--- src/rtl/uart_rxe_pkg.sv ---
package uart_rxe_pkg;

    typedef enum logic [2:0] {
        RX_IDLE,
        RX_START,
        RX_DATA,
        RX_PAR,
        RX_STOP,
        RX_STOP2
    } rx_state_e;

    typedef struct packed {
        logic rx_en;
        logic par_en;
        logic odd;
        logic two_stop;
    } rx_cfg_t;

    localparam int  ERR_PAR     = 0;
    localparam int  ERR_FRM     = 1;
    localparam int  NUM_ERR     = 2;
    localparam int  ST_FULL_BIT = 0;
    localparam int  ST_ERR_BASE = 1;
    localparam logic ADDR_STAT  = 1'b0;
    localparam logic ADDR_DATA  = 1'b1;

    function automatic logic parity_bad(input logic ones_xor, input logic pbit, input logic odd);
        return (ones_xor ^ pbit) != odd;
    endfunction

endpackage

--- src/rtl/rxe_line_sync.sv ---
module rxe_line_sync #(
    parameter int STAGES = 2
) (
    input  logic clk,
    input  logic rst,
    input  logic din,
    output logic dout
);
    logic [STAGES-1:0] q;

    always_ff @(posedge clk) begin
        if (rst) q <= '1;
        else     q <= {q[STAGES-2:0], din};
    end

    assign dout = q[STAGES-1];
endmodule

--- src/rtl/rxe_frame_fsm.sv ---
module rxe_frame_fsm
    import uart_rxe_pkg::*;
#(
    parameter int DATA_BITS  = 8,
    parameter int OVERSAMPLE = 16
) (
    input  logic                 clk,
    input  logic                 rst,
    input  logic                 abort,
    input  logic                 tick,
    input  logic                 line,
    input  logic                 blocked,
    input  logic                 par_en,
    input  logic                 two_stop,
    output logic                 done,
    output logic [DATA_BITS-1:0] data,
    output logic                 pbit,
    output logic                 stop_ok
);
    localparam int HALF  = OVERSAMPLE / 2;
    localparam int LAST2 = OVERSAMPLE + HALF - 2;
    localparam int CW    = $clog2(OVERSAMPLE + HALF);
    localparam int IW    = $clog2(DATA_BITS);

    rx_state_e st;
    logic [CW-1:0] cnt;
    logic [IW-1:0] idx;

    always_ff @(posedge clk) begin
        if (rst) begin
            st      <= RX_IDLE;
            cnt     <= '0;
            idx     <= '0;
            done    <= 1'b0;
            data    <= '0;
            pbit    <= 1'b0;
            stop_ok <= 1'b1;
        end else begin
            done <= 1'b0;
            if (abort) begin
                st  <= RX_IDLE;
                cnt <= '0;
            end else if (tick) begin
                cnt <= cnt + 1'b1;
                unique case (st)
                    RX_IDLE: begin
                        cnt <= '0;
                        if (!line && !blocked) st <= RX_START;
                    end
                    RX_START: if (cnt == CW'(HALF - 1)) begin
                        cnt <= '0;
                        idx <= '0;
                        st  <= line ? RX_IDLE : RX_DATA;
                    end
                    RX_DATA: if (cnt == CW'(OVERSAMPLE - 1)) begin
                        cnt  <= '0;
                        data <= {line, data[DATA_BITS-1:1]};
                        if (idx == IW'(DATA_BITS - 1)) st <= par_en ? RX_PAR : RX_STOP;
                        else idx <= idx + 1'b1;
                    end
                    RX_PAR: if (cnt == CW'(OVERSAMPLE - 1)) begin
                        cnt  <= '0;
                        pbit <= line;
                        st   <= RX_STOP;
                    end
                    RX_STOP: if (cnt == CW'(OVERSAMPLE - 1)) begin
                        cnt     <= '0;
                        done    <= 1'b1;
                        stop_ok <= line;
                        st      <= two_stop ? RX_STOP2 : RX_IDLE;
                    end
                    RX_STOP2: if (cnt == CW'(LAST2)) begin
                        cnt <= '0;
                        st  <= RX_IDLE;
                    end
                    default: st <= RX_IDLE;
                endcase
            end
        end
    end

    p_block_idle_r7: assert property (@(posedge clk) disable iff (rst)
        (blocked && st == RX_IDLE) |=> st == RX_IDLE);

    p_done_after_stop_r3: assert property (@(posedge clk) disable iff (rst)
        done |-> $past(st) == RX_STOP);
endmodule

--- src/rtl/rxe_flag_cell.sv ---
module rxe_flag_cell (
    input  logic clk,
    input  logic rst,
    input  logic clr,
    input  logic set,
    input  logic rd_hit,
    input  logic wr_hit,
    input  logic wr_bit,
    output logic flag
);
    logic armed;

    always_ff @(posedge clk) begin
        if (rst || clr) begin
            flag  <= 1'b0;
            armed <= 1'b0;
        end else if (set) begin
            flag <= 1'b1;
        end else if (wr_hit && !wr_bit && armed) begin
            flag  <= 1'b0;
            armed <= 1'b0;
        end else if (rd_hit && flag) begin
            armed <= 1'b1;
        end
    end

    p_clear_needs_arm_r8: assert property (@(posedge clk) disable iff (rst)
        $fell(flag) |-> $past(clr || (wr_hit && !wr_bit && armed)));
endmodule

--- src/rtl/uart_err_rx.sv ---
module uart_err_rx
    import uart_rxe_pkg::*;
#(
    parameter int DATA_BITS   = 8,
    parameter int OVERSAMPLE  = 16,
    parameter int SYNC_STAGES = 2
) (
    input  logic                 clk,
    input  logic                 rst,
    input  logic                 standby,
    input  logic                 os_tick,
    input  logic                 rxd,
    input  logic                 rx_en,
    input  logic                 par_en,
    input  logic                 odd_par,
    input  logic                 two_stop,
    input  logic                 rd_en,
    input  logic                 wr_en,
    input  logic                 addr,
    input  logic [DATA_BITS-1:0] wdata,
    output logic [DATA_BITS-1:0] rdata
);
    rx_cfg_t cfg;
    assign cfg = '{rx_en: rx_en, par_en: par_en, odd: odd_par, two_stop: two_stop};

    logic                 line_s;
    logic                 fr_done, fr_pbit, fr_stop_ok;
    logic [DATA_BITS-1:0] fr_data;
    logic [NUM_ERR-1:0]   err_set, err_q;
    logic [DATA_BITS-1:0] data_q;
    logic                 full_q;
    logic                 stat_rd, stat_wr, data_rd;
    logic                 unused_wbits;

    assign unused_wbits = ^wdata;
    assign stat_rd = rd_en && (addr == ADDR_STAT);
    assign stat_wr = wr_en && (addr == ADDR_STAT);
    assign data_rd = rd_en && (addr == ADDR_DATA);

    rxe_line_sync #(.STAGES(SYNC_STAGES)) u_sync (
        .clk(clk), .rst(rst), .din(rxd), .dout(line_s)
    );

    rxe_frame_fsm #(.DATA_BITS(DATA_BITS), .OVERSAMPLE(OVERSAMPLE)) u_fsm (
        .clk(clk), .rst(rst), .abort(standby || !cfg.rx_en), .tick(os_tick),
        .line(line_s), .blocked(|err_q), .par_en(cfg.par_en), .two_stop(cfg.two_stop),
        .done(fr_done), .data(fr_data), .pbit(fr_pbit), .stop_ok(fr_stop_ok)
    );

    assign err_set[ERR_PAR] = fr_done && cfg.par_en && parity_bad(^fr_data, fr_pbit, cfg.odd);
    assign err_set[ERR_FRM] = fr_done && !fr_stop_ok;

    for (genvar g = 0; g < NUM_ERR; g++) begin : g_flag
        rxe_flag_cell u_flag (
            .clk(clk), .rst(rst), .clr(standby), .set(err_set[g]),
            .rd_hit(stat_rd), .wr_hit(stat_wr), .wr_bit(wdata[ST_ERR_BASE+g]),
            .flag(err_q[g])
        );
    end

    always_ff @(posedge clk) begin
        if (rst) begin
            data_q <= '0;
            full_q <= 1'b0;
        end else begin
            if (fr_done) data_q <= fr_data;
            if (fr_done && !(|err_set)) full_q <= 1'b1;
            else if (data_rd)           full_q <= 1'b0;
        end
    end

    always_comb begin
        rdata = '0;
        if (addr == ADDR_DATA) begin
            rdata = data_q;
        end else begin
            rdata[ST_FULL_BIT]             = full_q;
            rdata[ST_ERR_BASE +: NUM_ERR] = err_q;
        end
    end

    p_full_clean_r6: assert property (@(posedge clk) disable iff (rst)
        $rose(full_q) |-> err_q == '0);

    p_flags_kept_r10: assert property (@(posedge clk) disable iff (rst)
        (!rx_en && !standby && !stat_wr && !fr_done) |=> $stable(err_q));

    p_blocked_data_r7: assert property (@(posedge clk) disable iff (rst)
        ($past(|err_q) && |err_q && !standby) |-> $stable(data_q));
endmodule

--- config.mk ---
export PLATFORM = sky130hd
export DESIGN_NAME = uart_err_rx
export DESIGN_NICKNAME = d
export VERILOG_FILES = /design/src/rtl/uart_rxe_pkg.sv /design/src/rtl/rxe_line_sync.sv /design/src/rtl/rxe_frame_fsm.sv /design/src/rtl/rxe_flag_cell.sv /design/src/rtl/uart_err_rx.sv
export SDC_FILE = /design/constraint.sdc
export NUM_CORES = 1
export LEC_CHECK = 0
export ABC_AREA = 1
export BUFFER_PORTS_ARGS = -buffer_cell sky130_fd_sc_hd__clkbuf_2
export CAP_MARGIN = 25
export CORE_MARGIN = 4
export CORE_UTILIZATION = 35
export CTS_BUF_LIST = sky130_fd_sc_hd__clkbuf_8
export CTS_CLUSTER_DIAMETER = 40
export DETAILED_ROUTE_END_ITERATION = 7
export PLACE_DENSITY = 0.62
export SLEW_MARGIN = 15
export SYNTH_ARGS = -nofsm -noshare
export SYNTH_HDL_FRONTEND = slang
export SYNTH_SLANG_ARGS = --single-unit
--- constraint.sdc ---
create_clock -name clk -period 2.9 [get_ports clk]
set_clock_uncertainty 0.2 [all_clocks]
set_input_delay 0.435 -clock clk [delete_from_list [all_inputs] [get_ports clk]]
set_output_delay 0.435 -clock clk [all_outputs]
set_load 0.01 [all_outputs]
== After elaboration in Yosys (flattened, before gate mapping) ==
Index checks and enable logic that the tools add are counted.
Storage, ports and cells
  bits in registers: 37
  input port bits: 20
  output and inout bits: 8
Cells by class
  add/subtract/negate cells: 2
  eq/ne operators: 18
  muxes and demuxes: 32
  bitwise operators: 7
  reductions and logical operators: 43
Operators by type and width (count)
  2-to-1 mux 3 bit: 13
  2-to-1 mux 5 bit: 4
  case mux 5 bit (4 select lines): 1
  case mux 3 bit (6 select lines): 1
  logical AND 1 bit: 14
  inequality test 2 x 1 -> 1 bit, second input constant: 7
  AND reduction 4 bit: 3
  nonzero test 2 bit: 6
  2-to-1 mux 1 bit: 11
  == test 3 bit, second input constant: 3
  AND reduction 8 bit: 1
  XOR reduction 8 bit: 1
  logical NOT 1 bit: 7
  == test 3 x 2 -> 1 bit, second input constant: 2
  NOT 1 bit: 6
  case mux 3 bit (2 select lines): 1
  AND reduction 6 bit: 1
  OR reduction 2 bit: 3
  adder 5 x 1 -> 5 bit, second input constant: 1
  == test 5 x 3 -> 1 bit, second input constant: 1
  == test 5 x 4 -> 1 bit, second input constant: 1
  == test 5 bit, second input constant: 1
  AND reduction 2 bit: 2
  OR reduction 4 bit: 1
  9 further kinds: 10

== Depth between registers and ports, before layout ==
  depth in word-level cells: 8
  mapped depth: 12
  mapped depth without buffers: 12

== Modules after synthesis ==
From an unflattened synthesis, not the netlist that was laid out.
Second synthesis, totals
  cell total of the unflattened synthesis: 324
  area total of the unflattened synthesis: 2138.3 µm²
By module, submodules not included
  rxe_frame_fsm: instances 1, cells an instance 183, area an instance 1277.5 µm², seq. area each 440.4 µm²
  uart_err_rx: instances 1, cells an instance 102, area an instance 599.3 µm², seq. area each 180.2 µm²
  rxe_flag_cell: instances 2, cells an instance 16, area an instance 101.3 µm², seq. area each 40.0 µm²
  rxe_line_sync: instances 1, cells an instance 7, area an instance 58.8 µm², seq. area each 40.0 µm²

== Worst setup path after synthesis ==
Ideal clock, no wire load.
  path type: reg-to-reg
  from: register u_fsm.cnt[1]
  to: register u_fsm.st[2]
  library setup time: 0.114 ns
  data arrival time: 1.490 ns
  required time: 2.586 ns
  setup slack: 1.096 ns
  cell stages (with the launch flop): 12
  clock period less this slack: 1.804 ns
  cell sequence: dfxtp_1 -> ha_1 -> nand2_1 -> nor2_1 -> ha_1 -> inv_1 -> nand2_1 -> nand3_2 -> nor2_4 -> nand3_1 -> o21ai_1 -> nor2_1
On the way
  cells in the longest elaborated chain, start to end: 3
Ends and longest elaborated chain
  from (decl): line rxe_frame_fsm.sv:26  | logic [CW-1:0] cnt;
  from (signal assigned): line rxe_frame_fsm.sv:44  | cnt <= cnt + 1'b1;
  == test 5 bit, or another cell as far along: line rxe_frame_fsm.sv:72  | RX_STOP2: if (cnt == CW'(LAST2)) begin
  inequality test 2 x 1 -> 1 bit (no line)
  AND reduction 8 bit (no line) (*)
  to (signal assigned): line rxe_frame_fsm.sv:53  | st <= line ? RX_IDLE : RX_DATA;
  to (signal assigned): line rxe_frame_fsm.sv:58  | if (idx == IW'(DATA_BITS - 1)) st <= par_en ? RX_PAR : RX_STOP;
  to (signal assigned): line rxe_frame_fsm.sv:70  | st <= two_stop ? RX_STOP2 : RX_IDLE;
  to (decl): line rxe_frame_fsm.sv:25  | rx_state_e st;
Every way passes the cells marked *; elsewhere a longest branch is shown, timed or not.
A chain may end at the register's enable or synchronous reset.

== Worst setup path in the final report ==
  from: register u_fsm.cnt[1]
  to: register u_fsm.data[3]
On the way
  cells in the longest elaborated chain, start to end: 2
Ends and longest elaborated chain
  == test 5 x 4 -> 1 bit: line rxe_frame_fsm.sv:55  | RX_DATA: if (cnt == CW'(OVERSAMPLE - 1)) begin
  AND reduction 4 bit (no line)
  to (signal assigned): line rxe_frame_fsm.sv:57  | data <= {line, data[DATA_BITS-1:1]};
  to (decl): line rxe_frame_fsm.sv:16  | output logic [DATA_BITS-1:0] data,
Every way passes these cells.

==> reports/results.tsv <==
metric	value	unit
status	complete, no violations	
cell-by-cell trace of the critical path	ha_1 -> nand2_1 -> nor2_1 -> ha_1 -> inv_1 -> nor2_2 -> nand2_2 -> inv_2 -> o21ai_1 -> a21oi_1	
post_cts resized	0	
H-tree Lvls	2	
sequential fraction of design power	50.5	%
clock tree root driver cell	clkbuf_8	
die span in y	82.9	um
Synth Instances	282	
WHS	120	ps
# IOs	28	
WP data arrival	2040	ps
clk buf depth	2	
Max rail drop VDD	0.000265	V
CP most frequent cell	ha_1	
M2 GR Usage	19.9	%
Buf/Inv on CP	2	
vias	1762	
clock network power share	45.2	%
Initial DRC Count	98	
Mapped Area	1960	um2
Hold Path Class	in2reg	
Port Buffers	21	
final period utilization	69.3	%
maximum number of pins on one net before global-route repair	20	
crit-path max cell delay	380	ps
post-CTS setup buffers	0	
dominant cells by area after synthesis	dfxtp_1, nand2_1, nor2_1	
met1 usage	16.2	%
sequential area share after synthesis	37.7	%
unrepaired setup endpoints after global routing	no	
slowest library cell on the worst path	dfxtp_1	
Core Util, Final	40.9	%
slew margin rel.	68.9	%
TNS Setup	0	ps
EDFF count, synth	0	
DRT Pass-1 Iters	4	
Psw	231	uW
Die Span X	82.9	um
row cnt	27	
switching part of the total power	22.7	%
fraction of registers with async set or reset after synthesis	0	%
crit path time final	2010	ps
TritonCTS Buffers	5	
final WL	3870	um
CTS tree	done	
GR met3 Demand/Resource	3.27	%
CP top delay family	simple AND/OR/NAND/NOR gates	
max-cap viol count	0	
fill count	591	
routed len/inst	10.3	um
fraction of layout cells with a size suffix above 1	20.0	%
die area	6870	um2
grt peak-use layer	met2	
syn avg cell area	6.96	um2
ANT cells	0	
endpoints failing hold	0	
Final #Nets	330	
WP data required	2930	ps
Placed Instances	369	
Final setup viols	0	
pwr/cell area	453	nW/um2
Remaining DRCs	0	
Worst Max-Slew Pin Slew	466	ps
Crit Path Max Fanout	10	
core footprint	5470	um2
max frequency	498	MHz
Crit Path Class	reg2reg	
Overall Global Routing Usage	12.6	%
first-pass GRT wire length	7290	um
top cell type's share of synthesized area	37.7	%
Clock Sinks	37	
global route total overflow	0	
initial core utilization	35.9	%
post-synth top area cell	dfxtp_1	
Startpoint Class	register	
CTS Hold Bufs	0	
Final Max Slew Viols	0	
placer congestion estimate	0.813	
vias in the first global route	1711	
P_int	784	uW
CTS clk-pin slew, worst paths	90	ps
Worst setup EP type	register	
dpl hpwl	2980	um
Comb pwr share	4.4	%
Yosys cell types	33	
post-route ant nets	0	
Final Non-Filler Cells	377	
initial antenna violation count	0	
P_leak	0.00107	uW
clk_lat worst skew	300	ps
yosys warns	0	
register bit count reported by yosys	37	
Most used DFF post-synth	dfxtp_1	
Via density	4.67	
Layout area overhead	14.1	%
Syn Nets	308	
-- power groups by stage --
stage / sequential (uW) / clock (uW) / combinational, uW
after floorplan: 523 / 0 / 30.2
after global placement: 524 / 0 / 44.9
after detailed placement: 524 / 0 / 45.3
after CTS: 512 / 469 / 45.5
after global routing: 512 / 492 / 51.8
final: 512 / 458 / 44.4
-- placed cells by master (no fill, tap or decap), types with 2 or more instances in the layout --
cell and count:
a21oi_1 13, a31oi_1 3, clkbuf_2 21, clkbuf_8 5, dfxtp_1 37, ha_1 6, inv_1 33, inv_2 10
nand2_1 53, nand2_2 4, nand3_1 13, nand3_2 2, nor2_1 43, nor3_1 4, nor3_2 3, o21ai_0 21
o21ai_1 7, o21ai_2 3, or2_2 3, xnor2_1 2, xor2_1 4
-- synth_stat cells, types with 2 or more instances --
library cell  number
nand2_2            4
inv_2             10
o21ai_2            3
nand3_1           13
o21ai_0           21
inv_1             33
nor3_1             4
o21ai_1            7
nor2_1            43
nor3_2             3
nand3_2            2
a31oi_1            3
or2_2              3
xnor2_1            2
xor2_1             4
dfxtp_1           37
clkbuf_1           4
ha_1               6
a21oi_1           13
buf_4              2
nand2_1           53
-- flip-flops by register name, summed over array words and instances, names as in the netlist --
signal               count
full_q                   1
data_q                   8
u_fsm.st                 3
u_fsm.idx                3
g_flag.u_flag.flag       2
u_fsm.cnt                5
u_sync.q                 2
u_fsm.pbit               1
u_fsm.data               8
g_flag.u_flag.armed      2
u_fsm.done               1
u_fsm.stop_ok            1
-- layout make-up --
cell class                 count  area, um2  share of cell area (%)
multi-input combinational    196       1030                    46.0
clock inverter                 3       43.8                    1.95
inverter                      43        161                    7.20
clock buffer                   5       68.8                    3.07
sequential                    37        741                    33.1
tap                           72       90.1                    4.02
timing repair buffer          21        105                    4.69
-- path summary, 6_finish.rpt --
check | cells after the start | slack, ps | end | from
max reg2reg | 10 | 890 | u_fsm.data[3] | u_fsm.cnt[1]
min | 2 | 120 | u_sync.q[0] | rxd
max | 10 | 890 | u_fsm.data[3] | u_fsm.cnt[1]
min reg2reg | 1 | 220 | u_sync.q[1] | u_sync.q[0]
-- cells by family (layout without fill, tap and decap cells) --
family          after synthesis  count (layout)  synth area share, %
flops                        37              37                 37.7
buf+inv                      49              72                 9.75
compound gates               52              52                 15.0
simple gates                132             132                 31.0
fa+ha+maj                     6               6                 3.82
xor+xnor                      6               6                 2.68
-- stage by stage --
| step | instance area [um2] | total power [uW] | worst slack [ps] |
|---|---|---|---|
| 6_report | 2240 | 1010 | 891 |
| 5_1_grt | 2240 | 1060 | 656 |
| 4_1_cts | 2240 | 1030 | 858 |
| 3_5_place_dp | 2130 | 569 | 874 |
| 3_3_place_gp | 2130 | 569 | 914 |
| 2_1_floorplan | 1960 | 553 | 1100 |
-- routing by layer --
| layer | part of all wire [%] | vias to the layer above |
|---|---|---|
| li1 | - | 949 |
| met1 | 50 | 780 |
| met2 | 45 | 25 |
| met3 | 3.4 | 8 |
| met4 | 2.1 | 0 |
| met5 | 0 | - |
Power figures use the tool's default switching activity.
